<file path="src/rtl/trim_wiper_pkg.sv">
`timescale 1ns/1ps
package trim_wiper_pkg;
    typedef enum logic [1:0] {
        ST_STANDBY  = 2'd0,
        ST_SELECTED = 2'd1,
        ST_STORING  = 2'd2
    } wiper_state_e;
endpackage

</file>
<file path="src/rtl/trim_wiper_sync.sv">
`timescale 1ns/1ps
module trim_wiper_sync #(
    parameter int WIDTH = 3,
    parameter logic [WIDTH-1:0] RST_VAL = '0
) (
    input  logic             clk,
    input  logic             rst_n,
    input  logic [WIDTH-1:0] d_i,
    output logic [WIDTH-1:0] q_o
);
    for (genvar i = 0; i < WIDTH; i++) begin : g_bit
        logic meta_q;
        logic stab_q;
        always_ff @(posedge clk) begin
            if (!rst_n) begin
                meta_q <= RST_VAL[i];
                stab_q <= RST_VAL[i];
            end else begin
                meta_q <= d_i[i];
                stab_q <= meta_q;
            end
        end
        assign q_o[i] = stab_q;
    end
endmodule

</file>
<file path="src/rtl/trim_wiper_position.sv">
`timescale 1ns/1ps
module trim_wiper_position #(
    parameter int NTAPS     = 100,
    parameter int RESET_POS = 49,
    localparam int PW       = $clog2(NTAPS)
) (
    input  logic          clk,
    input  logic          rst_n,
    input  logic          move_i,
    input  logic          up_i,
    input  logic          commit_i,
    output logic [PW-1:0] pos_o,
    output logic [PW-1:0] kept_o
);
    localparam logic [PW-1:0] MAXP = PW'(NTAPS - 1);

    logic [PW-1:0] pos_q;
    logic [PW-1:0] kept_q = PW'(RESET_POS);

    // Live position: reset recalls the retained copy
    always_ff @(posedge clk) begin
        if (!rst_n) begin
            pos_q <= kept_q;
        end else if (move_i) begin
            if (up_i && pos_q != MAXP) begin
                pos_q <= pos_q + PW'(1);
            end else if (!up_i && pos_q != '0) begin
                pos_q <= pos_q - PW'(1);
            end
        end
    end

    // Retained copy survives reset
    always_ff @(posedge clk) begin
        if (rst_n && commit_i) begin
            kept_q <= pos_q;
        end
    end

    assign pos_o  = pos_q;
    assign kept_o = kept_q;

    assert_in_range_R4: assert property (@(posedge clk) disable iff (!rst_n)
        pos_q <= MAXP);
    assert_no_wrap_top_R4: assert property (@(posedge clk) disable iff (!rst_n)
        (pos_q == MAXP) |=> (pos_q != '0));
    assert_no_wrap_bottom_R4: assert property (@(posedge clk) disable iff (!rst_n)
        (pos_q == '0) |=> (pos_q != MAXP));
    assert_recall_R7: assert property (@(posedge clk)
        !rst_n |=> (pos_q == kept_q));
    assert_commit_copy_R5: assert property (@(posedge clk) disable iff (!rst_n)
        commit_i |=> (kept_q == $past(pos_q)));
    assert_hold_when_idle_R3: assert property (@(posedge clk) disable iff (!rst_n)
        !move_i |=> $stable(pos_q));
endmodule

</file>
<file path="src/rtl/trim_wiper_decode.sv">
`timescale 1ns/1ps
module trim_wiper_decode #(
    parameter int NTAPS = 100,
    localparam int PW   = $clog2(NTAPS)
) (
    input  logic             clk,
    input  logic             rst_n,
    input  logic [PW-1:0]    pos_i,
    output logic [NTAPS-1:0] tap_o
);
    for (genvar t = 0; t < NTAPS; t++) begin : g_tap
        assign tap_o[t] = (pos_i == PW'(t));
    end

    assert_one_tap_R9: assert property (@(posedge clk) disable iff (!rst_n)
        $countones(tap_o) == 1);
    assert_tap_index_R9: assert property (@(posedge clk) disable iff (!rst_n)
        tap_o[pos_i]);
endmodule

</file>
<file path="src/rtl/trim_wiper_ctrl.sv">
`timescale 1ns/1ps
module trim_wiper_ctrl
    import trim_wiper_pkg::*;
#(
    parameter int NTAPS     = 100,
    parameter int RESET_POS = 49,
    parameter int STORE_CYC = 32,
    localparam int PW       = $clog2(NTAPS),
    localparam int TW       = $clog2(STORE_CYC + 1)
) (
    input  logic             clk,
    input  logic             rst_n,
    input  logic             sel_n_i,
    input  logic             step_i,
    input  logic             dir_i,
    output logic [NTAPS-1:0] tap_sel_o,
    output logic [PW-1:0]    pos_o,
    output logic             busy_o,
    output logic             standby_o
);
    logic [2:0]   sync_q;
    logic         sel_s, step_s, dir_s;
    logic         sel_q, step_q;
    logic         step_fall, deselect;
    logic         move_en, commit;
    logic [TW-1:0] tmr_q;
    logic         tmr_done;
    logic [PW-1:0] kept;
    wiper_state_e state_q, state_d;

    trim_wiper_sync #(.WIDTH(3), .RST_VAL(3'b110)) u_sync (
        .clk   (clk),
        .rst_n (rst_n),
        .d_i   ({sel_n_i, step_i, dir_i}),
        .q_o   (sync_q)
    );
    assign {sel_s, step_s, dir_s} = sync_q;

    // Previous-cycle levels for edge detection
    always_ff @(posedge clk) begin
        if (!rst_n) begin
            sel_q  <= 1'b1;
            step_q <= 1'b1;
        end else begin
            sel_q  <= sel_s;
            step_q <= step_s;
        end
    end

    assign step_fall = step_q & ~step_s;
    assign deselect  = ~sel_q & sel_s;
    assign tmr_done  = (tmr_q == TW'(STORE_CYC - 1));

    // Next-state logic
    always_comb begin
        state_d = state_q;
        unique case (state_q)
            ST_STANDBY:  if (!sel_s) state_d = ST_SELECTED;
            ST_SELECTED: if (deselect) state_d = step_q ? ST_STORING : ST_STANDBY;
            ST_STORING:  if (tmr_done) state_d = ST_STANDBY;
            default:     state_d = ST_STANDBY;
        endcase
    end

    // State register
    always_ff @(posedge clk) begin
        if (!rst_n) state_q <= ST_STANDBY;
        else        state_q <= state_d;
    end

    // Store timer
    always_ff @(posedge clk) begin
        if (!rst_n || state_q != ST_STORING) tmr_q <= '0;
        else                                 tmr_q <= tmr_q + TW'(1);
    end

    // Outputs and datapath controls
    always_comb begin
        busy_o    = (state_q == ST_STORING);
        standby_o = (state_q == ST_STANDBY);
        move_en   = (state_q != ST_STORING) && !sel_s && step_fall;
        commit    = (state_q == ST_SELECTED) && deselect && step_q;
    end

    trim_wiper_position #(.NTAPS(NTAPS), .RESET_POS(RESET_POS)) u_pos (
        .clk      (clk),
        .rst_n    (rst_n),
        .move_i   (move_en),
        .up_i     (dir_s),
        .commit_i (commit),
        .pos_o    (pos_o),
        .kept_o   (kept)
    );

    trim_wiper_decode #(.NTAPS(NTAPS)) u_dec (
        .clk   (clk),
        .rst_n (rst_n),
        .pos_i (pos_o),
        .tap_o (tap_sel_o)
    );

    assert_store_frozen_R8: assert property (@(posedge clk) disable iff (!rst_n)
        busy_o |=> $stable(pos_o));
    assert_store_entry_R5: assert property (@(posedge clk) disable iff (!rst_n)
        $rose(busy_o) |-> (kept == pos_o));
    assert_timer_bound_R5: assert property (@(posedge clk) disable iff (!rst_n)
        busy_o |-> (tmr_q < TW'(STORE_CYC)));
    assert_wake_R11: assert property (@(posedge clk) disable iff (!rst_n)
        (standby_o && !sel_s) |=> !standby_o);
    assert_deselected_hold_R3: assert property (@(posedge clk) disable iff (!rst_n)
        sel_s |=> $stable(pos_o));
    assert_state_legal_R1: assert property (@(posedge clk) disable iff (!rst_n)
        $onehot0({busy_o, standby_o}));
endmodule

</file>
<file path="config.mk">
export PLATFORM = sky130hd
export DESIGN_NAME = trim_wiper_ctrl
export DESIGN_NICKNAME = d
export VERILOG_FILES = /design/src/rtl/trim_wiper_pkg.sv /design/src/rtl/trim_wiper_sync.sv /design/src/rtl/trim_wiper_position.sv /design/src/rtl/trim_wiper_decode.sv /design/src/rtl/trim_wiper_ctrl.sv
export SDC_FILE = /design/constraint.sdc
export NUM_CORES = 1
export LEC_CHECK = 0
export BUFFER_PORTS_ARGS = -buffer_cell sky130_fd_sc_hd__buf_2
export CAP_MARGIN = 25
export CORE_ASPECT_RATIO = 2
export CORE_UTILIZATION = 40
export DETAILED_ROUTE_END_ITERATION = 8
export PLACE_DENSITY = 0.74
export RECOVER_POWER = 50
export SLEW_MARGIN = 10
export SYNTH_ARGS = -nofsm -noshare
export SYNTH_HDL_FRONTEND = slang
export SYNTH_SLANG_ARGS = --single-unit
export TNS_END_PERCENT = 10
</file>
<file path="constraint.sdc">
create_clock -name clk -period 3.2 [get_ports clk]
set_input_delay 0.64 -clock clk [delete_from_list [all_inputs] [get_ports clk]]
set_output_delay 0.64 -clock clk [all_outputs]
set_load 0.005 [all_outputs]
</file>
# [Word-level counts from Yosys, hierarchy flattened]
# Cells that the tools add are included.
[word_totals] inputBits=5 register_bits=30 wordCells=153 output_inout_bits=109
[classes] bitwise=4 add_sub_neg=3 mux=9 reduce_logical=16 n_eq_ne=109
[op_table] operator="equality test 7 bit (second input constant)" n=36
[op_table] operator="equality test 7 x 6 -> 1 bit (second input constant)" n=32
[op_table] operator="equality test 7 x 5 -> 1 bit (second input constant)" n=16
[op_table] operator="equality test 7 x 4 -> 1 bit (second input constant)" n=8
[op_table] operator="equality test 7 x 3 -> 1 bit (second input constant)" n=4
[op_table] operator="2-to-1 mux 7 bit" n=4
[op_table] operator="equality test 7 x 2 -> 1 bit (second input constant)" n=2
[op_table] operator="2-to-1 mux 2 bit" n=4
[op_table] operator="adder 7 x 1 -> 7 bit (second input constant)" n=1
[op_table] operator="equality test 7 x 1 -> 1 bit (second input constant)" n=1
[op_table] operator="logical AND 1 bit" n=7
[op_table] operator="logical NOT 7 bit" n=1
[op_table] operator="!= test 7 bit (second input constant)" n=1
[op_table] operator="nonzero test 7 bit" n=1
[op_table] operator="subtractor 7 x 1 -> 7 bit (second input constant)" n=1
[op_table] operator="adder 6 x 1 -> 6 bit (second input constant)" n=1
[op_table] operator="equality test 6 x 5 -> 1 bit (second input constant)" n=1
[op_table] operator="!= test 2 bit (second input constant)" n=3
[op_table] operator="one-hot mux 2 bit (3 select lines)" n=1
[op_table] operator="!= test 2 x 1 -> 1 bit (second input constant)" n=2
[op_table] operator="logical NOT 1 bit" n=3
[op_table] operator="!= test 3 x 1 -> 1 bit (second input constant)" n=1
[op_table] operator="AND reduction 3 bit" n=1
[op_table] operator="bitwise AND 1 bit" n=2
[op_table] operator="6 further kinds" n=7

# [Longest topological paths before layout]
# Gate-level depths: netlist of run 1.
[depth] word_depth=6 mapped_depth=7 depth_no_buf=6

# [Cells and area by module]
# Synthesis of run 1 repeated with hierarchy kept, for this count alone.
[unflattened] cells_unflattened=264 area_unflattened_um2=2059.5
[modules_own_cells] mod="trim_wiper_position" seq_area_each_um2=420.4 n_inst=1 cells_each=68 area_each_um2=808.3
[modules_own_cells] mod="trim_wiper_decode" seq_area_each_um2=0.0 n_inst=1 cells_each=143 area_each_um2=691.9
[modules_own_cells] mod="trim_wiper_ctrl" seq_area_each_um2=200.2 n_inst=1 cells_each=38 area_each_um2=379.1
[modules_own_cells] mod="trim_wiper_sync" seq_area_each_um2=120.1 n_inst=1 cells_each=15 area_each_um2=180.2

# [Least setup slack after synthesis of run 1]
# OpenSTA, ideal clock, no wires.
[synth_timing] kind="register to output" startpoint="register u_pos.pos_q[0] (netlist: u_pos.pos_o[0])" endpoint="output port tap_sel_o[16]" n_path_buf=1 required_ns=2.560 slack_ns=1.136 t_arrival_ns=1.424 stages_incl_launch_ff=6 path_cell_list="edfxtp_1 inv_1 ha_1 or3b_1 buf_2 nor2_1"
[synth_via] elab_chain_len=1
[synth_lines] item="start, declared" line="trim_wiper_position.sv:17" source="logic [PW-1:0] pos_q;"
[synth_lines] item="start signal, assigned" line="trim_wiper_position.sv:23" source="pos_q <= kept_q;"
[synth_lines] item="start signal, assigned" line="trim_wiper_position.sv:26" source="pos_q <= pos_q + PW'(1);"
[synth_lines] item="start signal, assigned" line="trim_wiper_position.sv:28" source="pos_q <= pos_q - PW'(1);"
[synth_lines] item="equality test 7 x 5 -> 1 bit" line="trim_wiper_decode.sv:12" source="assign tap_o[t] = (pos_i == PW'(t));"
[synth_lines] item="end, declared" line="trim_wiper_ctrl.sv:16" source="output logic [NTAPS-1:0] tap_sel_o,"
# No other way between the ends.

# [Worst setup path after layout of run 1]
[layout_timing] startpoint="register u_pos.pos_q[0] (netlist: u_pos.pos_o[0])" endpoint="output port tap_sel_o[32]"
[layout_via] elab_chain_len=1
[layout_lines] item="equality test 7 x 6 -> 1 bit" line="trim_wiper_decode.sv:12"
# No other way between the ends.

==> summary.txt, run 1 <==
Worst setup path
  – Reg2reg setup slack: a little under 0.9 ns
  – Worst R2R Path Depth: 5
  – Nature of the critical path endpoint: output pin
  – Critical path arrival: about 2.0 ns
  – CP required: 2.56 ns
  – Kind of critical path: flip-flop to output pin
  – Worst R2R End: u_pos.pos_o[0]
  – Origin of the critical flop-to-flop path: u_pos.pos_o[0]
  – CP Launch Type: flip-flop
  – Worst-path maximum fanout: 9
  – Critical path origin: u_pos.pos_o[0]

Floorplan
  – # IOs: 114
  – Initial Util: 0.4216
  – Die area: around 0.0052 mm^2
  – Die X: just over 50 um
  – Core Region: ~0.0047 mm^2
  – Core Rows: 35
  – Die height: about 100 um

Timing
  – Unrepaired setup endpoints after global routing: false
  – Fin crit period: approximately 2.6 ns
  – Final Hold Slack: between 0.4 and 0.5 ns
  – Final Skew: roughly 0.0022 ns
  – Max-slew violations: 0
  – Setup TNS: 0 ns
  – Final WS setup: slightly below 0.6 ns
  – Max Clk Rate: between 300 and 400 MHz
  – Setup Viol. Count Final: 0
  – Max_slew headroom: 0.3909
  – Worst Tran Pin Value: between 0.9 and 1 ns
  – Period utilisation layout: 0.8191
  – Number of hold violations in the final report: 0

Detailed routing
  – Iter 0 DRT Violations: between 50 and 60
  – Drt wl/cell: around 13 um
  – DRC viols: 0
  – WL final: approximately 5.5 mm
  – TritonRoute pass-1 iters: 4
  – DR vias/cell: about 5
  – Post-route ant nets: 0
  – Vias: about 2100

Worst hold path
  – Worst hold path class: flip-flop to flip-flop
  – Min-delay src: u_sync.g_bit[1].meta_q
  – Hold path cells: 1
  – WHS Endpoint: u_sync.g_bit[1].stab_q

Logic synthesis
  – Fraction of registers with async set/reset: 0
  – Area of the mapped netlist: just under 0.002 mm^2
  – Synth cell types: 45
  – Synthesized area per cell: between 7 and 8 um^2
  – Top_reg_cell synth: dfxtp_1
  – #FFs+latches synth: 30
  – EDFF count, synth: 14
  – Syn. warnings: 0
  – Mapped Cells: approximately 260
  – Synthesized net count: between 200 and 300
  – Sequential share of the synthesized area: 0.3749

Cells and area
  – Final Util: 0.5466
  – Antenna fix cells: 0
  – Area grow syn2layout: 29.64%
  – Non-Filler Cell Area, Final: about 0.0026 mm^2
  – Filler instances: just over 500
  – Share of cells above drive strength 1: 0.2912
  – Layout Nets: between 300 and 400
  – Commonest cells after routing, fill and taps aside: nor2_1 (109), buf_2 (81), clkbuf_1 (21)
  – Most common cell after layout, fill and taps aside: nor2_1

Power
  – Maximum vdd drop: roughly 0.32 mV
  – Pwr Density: 331.5 mW/mm^2
  – Pleak: roughly 0.0012 uW

Clocking
  – Post-CTS Setup Bufs: 0
  – CTS H-Tree Depth: 2
  – CTS tree: done
  – Clk_lat worst skew: between 0.2 and 0.3 ns
  – Max Buffers Root-to-Sink: 2
  – CTS Buf Count: 5
  – Number of clock sinks: 30
  – Post-CTS resize count: 0
  – Worst-path clk slew: ~0.050 ns
  – CTS root buffer: clkbuf_8
  – CTS hold repair buffers: 0

Placement
  – Pre-CTS WS: 0.8891 ns
  – GP Congestion: 0.7898
  – DP HPWL: ~4.3 mm
  – Area after DPL: around 0.0025 mm^2
  – PortBufs: approximately 110

Outcome
  – Run status: completed

GRT
  – Initial antenna violation count: 0
  – Total track usage: 0.2063
  – Vias in the first global route: 1789
  – Largest net degree at the start of global routing: 23
  – First-pass GRT wire length: around 8.3 mm
  – Gr ovfl total: 0

Flow run
  – Max Cap Viol: 0
report_power, final:
part | internal (uW) | switching, uW
clock | 168 | 125
sequential | 416 | 23.8
combinational | 42.8 | 73.1
total | 627 | 222
Yosys cell counts (4+ instances only):
library cell  number  share of area
mux2_2             4          0.023
nand2b_1           8          0.025
or3_1              4          0.013
clkbuf_1           8          0.015
buf_2              8          0.020
dfxtp_1           16           0.16
inv_1              5         0.0095
nand2_1           19          0.036
nand3_1            6          0.015
nor2_1           109           0.21
ha_1               6          0.038
or3b_1             4          0.018
edfxtp_1          14           0.21
sequential cells by signal (all words and copies together) (netlist names):
signal               flops
sel_q                    1
state_q                  2
step_q                   1
tmr_q                    6
u_pos.kept_o             7
u_pos.pos_o              7
u_sync.g_bit.meta_q      3
u_sync.g_bit.stab_q      3
stage by stage:
step                      total power (uW)  std cells
after detailed placement             566.2        411
after global placement               564.2        411
after global routing                 884.7        419
after CTS                            860.4        419
after floorplan                      530.8        262
final                                849.1        419
critical path: stages, from the launching register on:
cell	delay, ns
edfxtp_1	0.52
inv_1	0.18
ha_1	0.24
or3b_1	0.49
nor2_1	0.14
buf_2	0.13
cell type report:
class | instances | area [um^2] | share of cell area
clock buffers | 6 | 82.58 | 0.03224
clock inverters | 2 | 7.507 | 0.002931
multi-input cells | 208 | 1105 | 0.4314
well taps | 55 | 68.82 | 0.02687
repair buffers | 113 | 538.0 | 0.2101
inverters | 5 | 18.77 | 0.007328
flip-flops and latches | 30 | 740.7 | 0.2892
kinds of logic (layout without fill, tap and decap cells):
family,after synthesis,after routing,share of synthesized area
compound gates,20,20,0.07410
buf+inv,24,126,0.05826
fa+ha+maj,6,6,0.03800
flops,30,30,0.3749
simple gates,171,171,0.3996
xor+xnor,5,5,0.02217
mux,6,6,0.03293
metal layers:
layer	vias up	track usage	wire (um)
li1	1059	-	-
met1	934	0.1933	2033
met2	95	0.4256	3088
met3	6	0.02703	302
met4	0	0.06861	68
met5	-	0	0
how the worst max path moves through the flow:
stage,slack [ns],to
final,0.58,tap_sel_o[32]
after CTS,0.59,tap_sel_o[0]
after detailed placement,0.89,tap_sel_o[0]
after global placement,0.91,tap_sel_o[0]
after global routing,0.49,tap_sel_o[35]
after floorplan,1.14,tap_sel_o[16]
No activity file was read; power rests on OpenSTA's default activity.
==> run 2, diff against run 1 <==
==> constraint.sdc (replaced) <==
create_clock -name clk -period 2.6 [get_ports clk]
set_input_delay 0.52 -clock clk [delete_from_list [all_inputs] [get_ports clk]]
set_output_delay 0.52 -clock clk [all_outputs]
set_load 0.005 [all_outputs]
==> summary.txt, run 2 (same netlist as run 1, synthesis figures left out) <==
Cells and area
  – Layout Nets: 378 (was 374)
  – Non-Filler Cell Area, Final: 0.002575 mm^2 (was 0.002561 mm^2)
  – Antenna fix cells: 0 (unchanged)
  – Most common cell after layout, fill and taps aside: nor2_1 (unchanged)
  – Share of cells above drive strength 1: 0.2826 (was 0.2912)
  – Filler instances: 506 (was 504)
  – Footprint of the multi-input gates: 0.001099 mm^2 (was 0.001105 mm^2)
  – Final Util: 0.5495 (was 0.5466)
  – Area grow syn2layout: 30.34% (was 29.64%)
  – Reg area: 740.7 um^2 (unchanged)
  – Commonest cells after routing, fill and taps aside: nor2_1 (109), buf_2 (84), clkbuf_1 (25) (was nor2_1 (109), buf_2 (81), clkbuf_1 (21))

Placement
  – GP Congestion: 0.8044 (was 0.7898)
  – DP HPWL: 4.425 mm (was 4.267 mm)
  – Area after DPL: 0.002544 mm^2 (was 0.002514 mm^2)
  – PortBufs: 113 (unchanged)

Clocking
  – CTS Buf Count: 5 (unchanged)
  – CTS H-Tree Depth: 2 (unchanged)
  – CTS root buffer: clkbuf_8 (unchanged)
  – Max Buffers Root-to-Sink: 2 (unchanged)
  – Worst-path clk slew: 0.06 ns (was 0.05 ns)
  – Clk_lat worst skew: 0.27 ns (was 0.28 ns)
  – Post-CTS Setup Bufs: 0 (unchanged)
  – Number of clock sinks: 30 (unchanged)
  – CTS hold repair buffers: 0 (unchanged)
  – Post-CTS resize count: 0 (unchanged)
  – CTS tree: done (unchanged)

Floorplan
  – Core Rows: 35 (unchanged)
  – # IOs: 114 (unchanged)
  – Die height: 101.4 um (unchanged)
  – Die X: 51.70 um (unchanged)
  – Die area: 0.005241 mm^2 (unchanged)
  – Initial Util: 0.4216 (unchanged)
  – Core Region: 0.004686 mm^2 (unchanged)

Timing
  – Max Clk Rate: 402.5 MHz
  – Period utilisation layout: 0.9556
  – Number of hold violations in the final report: 0 (unchanged)
  – Fin crit period: about 2.5 ns
  – Final Skew: 0.002100 ns (was 0.002168 ns)
  – Max_slew headroom: 0.3930 (was 0.3909)
  – Worst Tran Pin Value: 0.9104 ns (was 0.9136 ns)
  – Unrepaired setup endpoints after global routing: false (unchanged)
  – Setup TNS: 0 ns (unchanged)
  – Max-slew violations: 0 (unchanged)
  – Setup Viol. Count Final: 0 (unchanged)

GRT
  – Total track usage: 0.2172 (was 0.2063)
  – Vias in the first global route: 1882 (was 1789)
  – Initial antenna violation count: 0 (unchanged)
  – Gr ovfl total: 0 (unchanged)
  – First-pass GRT wire length: 8.583 mm (was 8.252 mm)
  – Largest net degree at the start of global routing: 23 (unchanged)

Detailed routing
  – WL final: 5.572 mm (was 5.493 mm)
  – Vias: 2154 (was 2094)
  – DR vias/cell: 5.092 (was 4.998)
  – TritonRoute pass-1 iters: 5 (was 4)
  – Iter 0 DRT Violations: 37 (was 55)
  – Drt wl/cell: 13.17 um (was 13.11 um)
  – Post-route ant nets: 0 (unchanged)
  – DRC viols: 0 (unchanged)

Worst setup path
  – Nature of the critical path endpoint: output pin (unchanged)
  – Kind of critical path: flip-flop to output pin (unchanged)
  – Worst R2R End: u_pos.pos_o[2] (was u_pos.pos_o[0])
  – Critical path origin: u_pos.pos_o[0] (unchanged)
  – Critical path arrival: 1.96 ns (was 1.98 ns)
  – Reg2reg setup slack: 0.28 ns (was 0.88 ns)
  – Origin of the critical flop-to-flop path: u_pos.pos_o[1] (was u_pos.pos_o[0])
  – Worst R2R Path Depth: 5 (unchanged)
  – CP Launch Type: flip-flop (unchanged)
  – CP required: 2.08 ns (was 2.56 ns)
  – Worst-path maximum fanout: 9 (unchanged)
  – Crit path capture: tap_sel_o[16] (was tap_sel_o[32])

Power
  – Total power: 1039 uW (was 849.1 uW)
  – Pleak: 0.001175 uW (was 0.001174 uW)
  – Pwr Density: 403.3 mW/mm^2 (was 331.5 mW/mm^2)
  – Maximum vdd drop: 0.4994 mV (was 0.3186 mV)

Worst hold path
  – Min-delay src: u_sync.g_bit[2].meta_q (was u_sync.g_bit[1].meta_q)
  – Worst hold path class: flip-flop to flip-flop (unchanged)

Flow run
  – Max Cap Viol: 0 (unchanged)

Outcome
  – Run status: completed (unchanged)
-- run 2: critical path, stage by stage (launching register included) --
cell	delay, ns
edfxtp_1	0.51
inv_1	0.18
ha_1	0.22
or3b_1	0.47
nor2_1	0.18
buf_2	0.14
-- run 2: per-layer routing --
layer,part of all wire,global-route usage,up-vias,wire length (um)
met5,0,0,-,0
met4,0.028,0.1289,0,155
met3,0.060,0.04505,12,336
met2,0.56,0.4266,94,3143
met1,0.35,0.1876,984,1937
li1,-,-,1064,-
-- run 2: worst min path at each step --
stage | to | slack [ns] | depth (start not counted)
final | u_sync.g_bit[2].stab_q | 0.41 | 1
after global routing | u_sync.g_bit[2].meta_q | 0.42 | 2
after CTS | u_sync.g_bit[2].stab_q | 0.41 | 1
after detailed placement | u_sync.g_bit[1].stab_q | 0.40 | 1
after global placement | u_sync.g_bit[2].stab_q | 0.39 | 1
after floorplan | u_sync.g_bit[1].stab_q | 0.39 | 1
-- run 2: cell type report --
| cell class | count | share of cell area |
|---|---|---|
| clock inverter | 2 | 0.002915 |
| clock buffer | 6 | 0.03207 |
| sequential | 30 | 0.2877 |
| timing repair buffer | 117 | 0.2167 |
| multi-input combinational | 208 | 0.4266 |
| tap | 55 | 0.02672 |
| inverter | 5 | 0.007289 |
-- run 2: report_power, final --
part           internal (uW)  switching (uW)  leakage [uW]
clock network            207             147     0.0000463
registers                512            29.1      0.000262
logic                   53.8            89.8      0.000867
total                    773             266       0.00118
-- run 2: stage by stage --
| stage | cells | hold WS (ns) | setup WS [ns] |
|---|---|---|---|
| floorplan | 262 | 0.3863 | 0.5643 |
| global placement | 415 | 0.3894 | 0.4332 |
| detailed placement | 415 | 0.3970 | 0.3693 |
| CTS | 423 | 0.4141 | 0.1225 |
| global route | 423 | 0.4227 | 0.02181 |
| finish | 423 | 0.4095 | 0.1153 |
==> run 3, diff against run 2 <==
--- a/config.mk
+++ b/config.mk
@@ -8,9 +8,9 @@
 export BUFFER_PORTS_ARGS = -buffer_cell sky130_fd_sc_hd__buf_2
 export CAP_MARGIN = 25
 export CORE_ASPECT_RATIO = 2
-export CORE_UTILIZATION = 40
+export CORE_UTILIZATION = 44
 export DETAILED_ROUTE_END_ITERATION = 8
-export PLACE_DENSITY = 0.74
+export PLACE_DENSITY = 0.8
 export RECOVER_POWER = 50
 export SLEW_MARGIN = 10
 export SYNTH_ARGS = -nofsm -noshare
==> summary.txt, run 3 (same netlist as run 1, synthesis figures left out) <==
Worst setup path
  – Worst R2R Path Depth: 5 (unchanged)
  – Critical path origin: u_pos.pos_o[0] (unchanged)
  – Kind of critical path: flip-flop to output pin (unchanged)
  – Critical path arrival: 1.95 ns (was 1.96 ns)
  – CP Launch Type: flip-flop (unchanged)
  – Origin of the critical flop-to-flop path: u_pos.pos_o[1] (unchanged)
  – Worst R2R End: u_pos.pos_o[4] (was u_pos.pos_o[2])
  – Reg2reg setup slack: 0.30 ns (was 0.28 ns)
  – Worst-path maximum fanout: 9 (unchanged)
  – Nature of the critical path endpoint: output pin (unchanged)
  – CP required: 2.08 ns (about the same)

Detailed routing
  – Vias: 2186 (was 2154)
  – Drt wl/cell: 13.68 um (was 13.17 um)
  – DR vias/cell: 5.180 (was 5.092)
  – TritonRoute pass-1 iters: 4 (was 5)
  – Iter 0 DRT Violations: 55 (was 37)
  – DRC viols: 0 (unchanged)
  – Post-route ant nets: 0 (unchanged)
  – WL final: 5.771 mm (was 5.572 mm)

Cells and area
  – Share of cells above drive strength 1: 0.3098 (was 0.2826)
  – Antenna fix cells: 0 (unchanged)
  – Layout Nets: 378 (unchanged)
  – Reg area: 740.7 um^2 (unchanged)
  – Most common cell after layout, fill and taps aside: nor2_1 (unchanged)
  – Layout Cells excl Fill: 422 (was 423)
  – Commonest cells after routing, fill and taps aside: nor2_1 (109), buf_2 (85), nand2_1 (19), clkbuf_1 (19), dfxtp_1 (16) (was nor2_1 (109), buf_2 (84), clkbuf_1 (25))
  – Area grow syn2layout: 32.43% (was 30.34%)
  – Footprint of the multi-input gates: 0.001102 mm^2 (was 0.001099 mm^2)
  – Non-Filler Cell Area, Final: 0.002616 mm^2 (was 0.002575 mm^2)
  – Filler instances: 441 (was 506)

Power
  – Clock Power Share: 0.407 (was 0.341)
  – Maximum vdd drop: 0.5499 mV (was 0.4994 mV)
  – Pwr Density: 444.9 mW/mm^2 (was 403.3 mW/mm^2)
  – P_int: 879.4 uW (was 772.6 uW)
  – Sw power: 284.6 uW (was 266.0 uW)
  – Comb power frac: 0.131 (was 0.138)
  – Sequential share of power: 0.462 (was 0.521)
  – Pleak: 0.001218 uW (was 0.001175 uW)
  – Switch share: 0.2445 (was 0.2561)

Clocking
  – Post-CTS resize count: 0 (unchanged)
  – Number of clock sinks: 30 (unchanged)
  – CTS Buf Count: 5 (unchanged)
  – Worst-path clk slew: 0.06 ns (about the same)
  – CTS H-Tree Depth: 2 (unchanged)
  – Max Buffers Root-to-Sink: 2 (unchanged)
  – CTS root buffer: clkbuf_8 (unchanged)
  – CTS tree: done (unchanged)
  – CTS hold repair buffers: 0 (unchanged)
  – Post-CTS Setup Bufs: 0 (unchanged)
  – Clk_lat worst skew: 0.28 ns (was 0.27 ns)

Timing
  – Worst Tran Pin Value: 0.9112 ns (was 0.9104 ns)
  – Max_slew headroom: 0.3925 (was 0.3930)
  – Setup Viol. Count Final: 0 (unchanged)
  – Unrepaired setup endpoints after global routing: false (unchanged)
  – Max-slew violations: 0 (unchanged)
  – Number of hold violations in the final report: 0 (unchanged)
  – Period utilisation layout: 0.9500 (was 0.9556)
  – Final WS setup: 0.1300 ns (was 0.1153 ns)
  – Final Skew: 0.006118 ns (was 0.002100 ns)
  – Fin crit period: 2.470 ns (was 2.485 ns)
  – Max Clk Rate: 404.9 MHz (was 402.5 MHz)
  – Setup TNS: 0 ns (unchanged)

GRT
  – Initial antenna violation count: 0 (unchanged)
  – Vias in the first global route: 1931 (was 1882)
  – Largest net degree at the start of global routing: 23 (unchanged)
  – Gr ovfl total: 0 (unchanged)
  – First-pass GRT wire length: 9.121 mm (was 8.583 mm)
  – Total track usage: 0.2451 (was 0.2172)

Placement
  – DP HPWL: 4.418 mm (was 4.425 mm)
  – Area after DPL: 0.002520 mm^2 (was 0.002544 mm^2)
  – PortBufs: 113 (unchanged)
  – Pre-CTS WS: 0.3627 ns (was 0.3693 ns)
  – Placed cell count: 411 (was 415)
  – GP Congestion: 0.8428 (was 0.8044)

Floorplan
  – Initial Util: 0.4553 (was 0.4216)
  – Core Region: 0.004339 mm^2 (was 0.004686 mm^2)
  – Core Rows: 34 (was 35)
  – Die height: 96.76 um (was 101.4 um)
  – # IOs: 114 (unchanged)
  – Die X: 49.38 um (was 51.70 um)
  – Die area: 0.004778 mm^2 (was 0.005241 mm^2)

Worst hold path
  – WHS Endpoint: u_sync.g_bit[2].stab_q (unchanged)
  – Min-delay src: u_sync.g_bit[2].meta_q (unchanged)
  – Worst hold path class: flip-flop to flip-flop (unchanged)
  – Hold path cells: 1 (unchanged)

Outcome
  – Run status: completed (unchanged)

Flow run
  – Max Cap Viol: 0 (unchanged)
## run 3: routing by layer
layer	vias up	wire, um	GRT usage
li1	1067	-	-
met1	995	2027	0.2257
met2	109	3171	0.4763
met3	15	394	0.06447
met4	0	178	0.1033
met5	-	0	0
## run 3: worst max path at each step
stage,endpoint,slack (ns),cells past startpoint
finish,tap_sel_o[32],0.13,5
global route,tap_sel_o[52],0.02,3
CTS,tap_sel_o[48],0.13,5
detailed placement,u_pos.pos_o[4],0.36,6
global placement,u_pos.pos_o[6],0.44,5
floorplan,u_pos.pos_o[0],0.56,7
## run 3: critical path, stage by stage, from the launching register on
cell and delay (ns):
edfxtp_1 0.50, inv_1 0.17, ha_1 0.22, or3b_1 0.48, nor2_1 0.15, buf_2 0.14
## run 3: power groups by stage
| stage | Clock [uW] | Combinational [uW] | Sequential, uW |
|---|---|---|---|
| global placement | 0 | 146 | 550 |
| floorplan | 0 | 120 | 533 |
| detailed placement | 0 | 148 | 551 |
| finish | 474 | 153 | 538 |
| CTS | 483 | 149 | 541 |
| global route | 501 | 167 | 541 |
## run 3: layout make-up
type / count / area share
multi-input combinational: 208 / 0.4213
tap: 54 / 0.02582
inverter: 5 / 0.007174
clock buffer: 7 / 0.03300
clock inverter: 1 / 0.01148
sequential: 30 / 0.2831
timing repair buffer: 117 / 0.2181
## run 3: per-stage QoR
stage                       util  hold slack (ns)  total power (uW)
final                     0.6029           0.4035              1164
after global routing      0.6029           0.4135              1209
after CTS                 0.6076           0.4070              1173
after detailed placement  0.5807           0.3925             699.3
after global placement    0.5807           0.3894             695.6
after floorplan                -           0.3863             653.3
